`src/rtl/i2s_tx_pkg.sv`:
```
// Shared definitions for the I2S transmitter.
// Assumes two stereo channels and indexes them with the enum below.
package i2s_tx_pkg;

    localparam int NUM_CH = 2;

    typedef enum logic {
        CH_LEFT  = 1'b0,
        CH_RIGHT = 1'b1
    } chan_e;

endpackage

```
`src/rtl/i2s_tx_sync.sv`:
```
// Brings sclk and lrclk into the clk domain through equal-length
// synchronizer chains, and reports falling sclk edges and word-select
// changes seen at those edges.
// Assumes clk is at least 4x faster than sclk and that lrclk changes
// together with falling sclk.
module i2s_tx_sync #(
    parameter int STAGES = 2
) (
    input  logic clk,
    input  logic rst_n,
    input  logic sclk,
    input  logic lrclk,
    output logic fall_evt,
    output logic lr_edge,
    output logic lr_now
);

    logic [STAGES-1:0] sclk_pipe;
    logic [STAGES-1:0] lr_pipe;
    logic              sclk_last;
    logic              lr_at_fall;

    generate
        if (STAGES == 1) begin : g_one
            // Single-flop capture of both clocks
            always_ff @(posedge clk) begin
                if (!rst_n) begin
                    sclk_pipe <= '0;
                    lr_pipe   <= '0;
                end else begin
                    sclk_pipe <= sclk;
                    lr_pipe   <= lrclk;
                end
            end
        end else begin : g_multi
            // Multi-flop shift chain for both clocks
            always_ff @(posedge clk) begin
                if (!rst_n) begin
                    sclk_pipe <= '0;
                    lr_pipe   <= '0;
                end else begin
                    sclk_pipe <= {sclk_pipe[STAGES-2:0], sclk};
                    lr_pipe   <= {lr_pipe[STAGES-2:0], lrclk};
                end
            end
        end
    endgenerate

    // Remember the previous synchronized sclk level and the lrclk level at the last fall
    always_ff @(posedge clk) begin
        if (!rst_n) begin
            sclk_last  <= 1'b0;
            lr_at_fall <= 1'b0;
        end else begin
            sclk_last <= sclk_pipe[STAGES-1];
            if (fall_evt) begin
                lr_at_fall <= lr_pipe[STAGES-1];
            end
        end
    end

    // Decode edge events from the synchronized levels
    always_comb begin
        lr_now   = lr_pipe[STAGES-1];
        fall_evt = sclk_last & ~sclk_pipe[STAGES-1];
        lr_edge  = fall_evt & (lr_now != lr_at_fall);
    end

endmodule

```
`src/rtl/i2s_tx_hold.sv`:
```
// One-word holding register for a single channel.
// Loads din whenever load is high and otherwise keeps its value.
module i2s_tx_hold #(
    parameter int WIDTH = 24
) (
    input  logic             clk,
    input  logic             rst_n,
    input  logic             load,
    input  logic [WIDTH-1:0] din,
    output logic [WIDTH-1:0] q
);

    // Capture the sample on its strobe
    always_ff @(posedge clk) begin
        if (!rst_n) begin
            q <= '0;
        end else if (load) begin
            q <= din;
        end
    end

endmodule

```
`src/rtl/i2s_tx_shift.sv`:
```
// Output serializer. On load it takes a sample word padded with zeros
// to SLOTS bits. On every shift event it drives the current top bit
// and moves the register up by one place. Shift and load happen on the
// same event, so the last slot of the old word is driven while the new
// word is captured.
// Assumes SLOTS >= WIDTH.
module i2s_tx_shift #(
    parameter int WIDTH = 24,
    parameter int SLOTS = 32
) (
    input  logic             clk,
    input  logic             rst_n,
    input  logic             shift_en,
    input  logic             load,
    input  logic [WIDTH-1:0] word,
    output logic             sdout
);

    localparam int PAD = SLOTS - WIDTH;

    logic [SLOTS-1:0] shreg;
    logic [SLOTS-1:0] framed;

    generate
        if (PAD == 0) begin : g_nopad
            assign framed = word;
        end else begin : g_pad
            assign framed = {word, {PAD{1'b0}}};
        end
    endgenerate

    // Advance the serial word and drive one bit per shift event
    always_ff @(posedge clk) begin
        if (!rst_n) begin
            shreg <= '0;
            sdout <= 1'b0;
        end else if (shift_en) begin
            sdout <= shreg[SLOTS-1];
            if (load) begin
                shreg <= framed;
            end else begin
                shreg <= {shreg[SLOTS-2:0], 1'b0};
            end
        end
    end

endmodule

```
`src/rtl/i2s_tx.sv`:
```
// I2S transmitter top. Two per-channel holding registers feed a
// serializer that is loaded whenever word select changes at a falling
// bit-clock edge. lrclk low selects left and high selects right.
// Assumes sclk and lrclk come from an external codec and are much
// slower than clk.
module i2s_tx
    import i2s_tx_pkg::*;
#(
    parameter int SAMPLE_W    = 24,
    parameter int SLOT_W      = 32,
    parameter int SYNC_STAGES = 2
) (
    input  logic                clk,
    input  logic                rst_n,
    input  logic                sclk,
    input  logic                lrclk,
    input  logic [SAMPLE_W-1:0] left_data,
    input  logic                left_valid,
    input  logic [SAMPLE_W-1:0] right_data,
    input  logic                right_valid,
    output logic                sdout
);

    logic                fall_evt;
    logic                lr_edge;
    logic                lr_now;
    logic [SAMPLE_W-1:0] ch_data  [NUM_CH];
    logic [NUM_CH-1:0]   ch_valid;
    logic [SAMPLE_W-1:0] hold_q   [NUM_CH];
    logic [SAMPLE_W-1:0] sel_word;

    // Gather the channel inputs into indexed form
    always_comb begin
        ch_data[CH_LEFT]   = left_data;
        ch_data[CH_RIGHT]  = right_data;
        ch_valid[CH_LEFT]  = left_valid;
        ch_valid[CH_RIGHT] = right_valid;
    end

    i2s_tx_sync #(
        .STAGES (SYNC_STAGES)
    ) u_sync (
        .clk      (clk),
        .rst_n    (rst_n),
        .sclk     (sclk),
        .lrclk    (lrclk),
        .fall_evt (fall_evt),
        .lr_edge  (lr_edge),
        .lr_now   (lr_now)
    );

    generate
        for (genvar c = 0; c < NUM_CH; c++) begin : g_ch
            i2s_tx_hold #(
                .WIDTH (SAMPLE_W)
            ) u_hold (
                .clk   (clk),
                .rst_n (rst_n),
                .load  (ch_valid[c]),
                .din   (ch_data[c]),
                .q     (hold_q[c])
            );
        end
    endgenerate

    // Pick the holding register named by the new word-select level
    always_comb begin
        sel_word = lr_now ? hold_q[CH_RIGHT] : hold_q[CH_LEFT];
    end

    i2s_tx_shift #(
        .WIDTH (SAMPLE_W),
        .SLOTS (SLOT_W)
    ) u_shift (
        .clk      (clk),
        .rst_n    (rst_n),
        .shift_en (fall_evt),
        .load     (lr_edge),
        .word     (sel_word),
        .sdout    (sdout)
    );

endmodule

```
`config.mk`:
```
export PLATFORM = sky130hd
export DESIGN_NAME = i2s_tx
export DESIGN_NICKNAME = d
export VERILOG_FILES = /design/src/rtl/i2s_tx_pkg.sv /design/src/rtl/i2s_tx_sync.sv /design/src/rtl/i2s_tx_hold.sv /design/src/rtl/i2s_tx_shift.sv /design/src/rtl/i2s_tx.sv
export SDC_FILE = /design/constraint.sdc
export NUM_CORES = 1
export LEC_CHECK = 0
export BUFFER_PORTS_ARGS = -buffer_cell sky130_fd_sc_hd__clkbuf_2
export CORE_UTILIZATION = 56
export CTS_CLUSTER_SIZE = 40
export DETAILED_ROUTE_END_ITERATION = 6
export MAX_ROUTING_LAYER = met4
export PLACE_DENSITY = 0.79
export SYNTH_ARGS = -nofsm -noshare
export SYNTH_HDL_FRONTEND = slang
export SYNTH_SLANG_ARGS = --single-unit
```
`constraint.sdc`:
```
create_clock -name clk -period 1.5 [get_ports clk]
set_input_delay 0.375 -clock clk [delete_from_list [all_inputs] [get_ports clk]]
set_output_delay 0.375 -clock clk [all_outputs]
set_load 0.02 [all_outputs]
```
==> metrics.csv <==
metric,value,unit
final core utilization,66.7,%
total die area,0.00651,sq mm
Sink Count,79,
initial antenna violation count,0,
Worst-Margin Slew,0.647,ns
met1 Track Usage GR,27.9,%
H-tree depth,3,
data required time of the worst path,1.73,ns
CP startpoint kind,flop,
final hold vios,0,
Mapped Cells,343,
io pins,55,
Max-slew headroom,56.9,%
Syn-to-layout area delta,14.6,%
# setup viols final,0,
Max Cap Viol,0,
final net count,443,
Routed Antenna Nets,0,
TritonCTS Buffers,9,
first-pass GRT wire length,10700,um
RSZ-0062 raised after global routing,false,
CTS tree,yes,
ranking of synthesized cells by area,"dfxtp_1, mux2i_1, nor2b_1",
main combinational cell family by area after synthesis,simple AND/OR/NAND/NOR gates,
Max Slew Vio Count,0,
Max Freq,751,MHz
Worst-Skew Late Latency,0.35,ns
number of global-route vias before repair,2384,
largest area contributor in the netlist,dfxtp_1,
Layout Skew,0.00866,ns
Net Sw Frac,23.0,%
Leak,0.00168,uW
Synth Area in Simple Gates,25.8,%
total track usage,22.1,%
top-count cell post-synth,dfxtp_1,
#FFs+latches synth,79,
layout cells sized above 1,22.4,%
worst hold path class,in2reg,
TritonRoute pass-1 iters,4,
combinational power share,9.1,%
critical path class,reg2reg,
unique cell type count in the Yosys netlist,26,
final wirelength,6380,um
Inserted Diodes,0,
Core Box Area,0.00596,sq mm
DR vias,2574,
warnings from Yosys,0,
hpwl dp,4200,um
largest net degree at the start of global routing,84,
Die Wd,80.7,um
"EDFF count, synth",0,
total power,4200,uW
area share of the largest cell type after synthesis,45.6,%
CTS root buf,clkbuf_8,
adder-cell share of the synthesized area,0,%
xor/xnor cell area share of the yosys netlist,0.938,%
critical path peak fanout,18,
Vias/cell,5.50,
critical path arrival,1.56,ns
Starting Density,58.2,%
Critical Path Sink Type,flop,
Mean Syn Cell Area,10.1,sq um
Cell Int Power,3230,uW
Initial DRC Count,114,
minimum clock period,1.33,ns
clk buf depth,2,
Residual DRC,0,
Synth Flop Type,dfxtp_1,
part of the power in registers,53.1,%
most crowded layer after global routing,met2,
commonest cells in the synthesized netlist,"dfxtp_1, mux2i_1, nor2b_1",
GRT overflow,0,
Clock power frac,37.8,%
Avg WL per Cell,13.6,um
Mapped Nets,397,
synthesized area,0.00347,sq mm
Port-buffer cells,54,
met3 Resource Use GR,4.43,%
PD cells,1060,mW/mm^2
mux cell area share after synthesis,14.4,%
grt met2 use,33.7,%
final worst path period share,88.8,%
die height,80.7,um
Async SR Flop Fraction,0,%
site row count,28,
clock slew at reported path FFs,0.08,ns
complex-gate fraction of the synthesized area,6.57,%
sequential share of the synthesized area,45.6,%
Final GP Congestion,0.775,
Peak VDD IR,0.000684,V
outcome,completed,
internal reg-to-reg setup slack,0.17,ns
Switch Pwr,965,uW
power by group through the flow:
stage | clock network, uW | logic (uW) | registers [uW]
after floorplan | 0 | 271 | 2260
after global placement | 0 | 375 | 2270
after detailed placement | 0 | 384 | 2270
after CTS | 1610 | 387 | 2230
after global routing | 1680 | 425 | 2240
final | 1590 | 384 | 2230
worst max-delay path, stage by stage (launching register included):
cell	delay, ns
dfxtp_2	0.39
buf_6	0.18
buf_4	0.21
or2b_1	0.24
o2111ai_1	0.08
nand3_1	0.10
layer usage:
layer / routed length, um / share of wire [%]
met2: 2780 / 44
met5: 0 / 0
met1: 3150 / 49
met3: 323 / 5.1
met4: 132 / 2.1
sequential cells by signal (all words and copies together), names as in the netlist:
signal / count
u_shift.shreg: 24
g_ch.u_hold.q: 48
u_sync.sclk_pipe: 2
u_sync.lr_at_fall: 1
u_shift.sdout: 1
u_sync.sclk_last: 1
u_sync.lr_pipe: 2
path summary, 6_finish.rpt:
path / endpoint / startpoint / depth (start not counted)
max reg2reg: u_shift.shreg[23]$_SDFFE_PN0P_ / u_sync.lr_pipe[1]$_SDFF_PN0_ / 5
max: u_shift.shreg[23]$_SDFFE_PN0P_ / u_sync.lr_pipe[1]$_SDFF_PN0_ / 5
min: u_sync.sclk_pipe[0]$_SDFF_PN0_ / sclk / 2
min reg2reg: u_sync.sclk_pipe[1]$_SDFF_PN0_ / u_sync.sclk_pipe[0]$_SDFF_PN0_ / 1
kinds of logic after synthesis:
| family | after synthesis |
|---|---|
| buffers and inverters | 34 |
| DFF | 79 |
| and+or+nand+nor | 151 |
| muxes | 50 |
| xor gates and xnor gates | 2 |
| AOI/OAI and AO/OA | 27 |
cell type report:
type,count,area (sq um)
tap,75,93.8
sequential,79,1580
clock inverter,3,42.5
multi-input combinational,230,1670
clock buffer,12,155
timing repair buffer,69,428
fill,475,1980
placed cells by master, fill, tap and decap left out, types with 2 or more instances in the layout:
cell type,count
dfxtp_1,78
clkbuf_2,54
mux2i_1,50
nor2b_1,48
nand3_1,44
nand4_1,23
o2111ai_1,21
or2b_1,11
nand2b_1,11
clkbuf_8,11
buf_4,10
nand2_1,5
and2_1,5
buf_12,3
o311ai_1,2
nand3b_1,2
a21boi_0,2
buf_6,2
through the flow:
step | instances | setup TNS [ns] | area (sq um) | setup slack (ns) | hold slack [ns]
6_report | 468 | 0 | 3970 | 0.168 | 0.229
5_1_grt | 468 | 0 | 3970 | 0.0448 | 0.242
4_1_cts | 468 | 0 | 3970 | 0.0289 | 0.216
3_5_place_dp | 453 | -1.03 | 3750 | -0.0710 | 0.426
3_3_place_gp | 453 | -0.719 | 3750 | -0.0553 | 0.416
2_1_floorplan | 343 | 0 | 3470 | 0.330 | 0.412
repair_timing:
item                                    4_1_cts  5_1_grt
gates resized for setup                       2        3
setup buffers                                 0        0
endpoints found under the setup margin       23       12
pin swaps                                     0        0
hold buffers                                  0        0
Note: power is estimated with default switching activity, not from simulation.
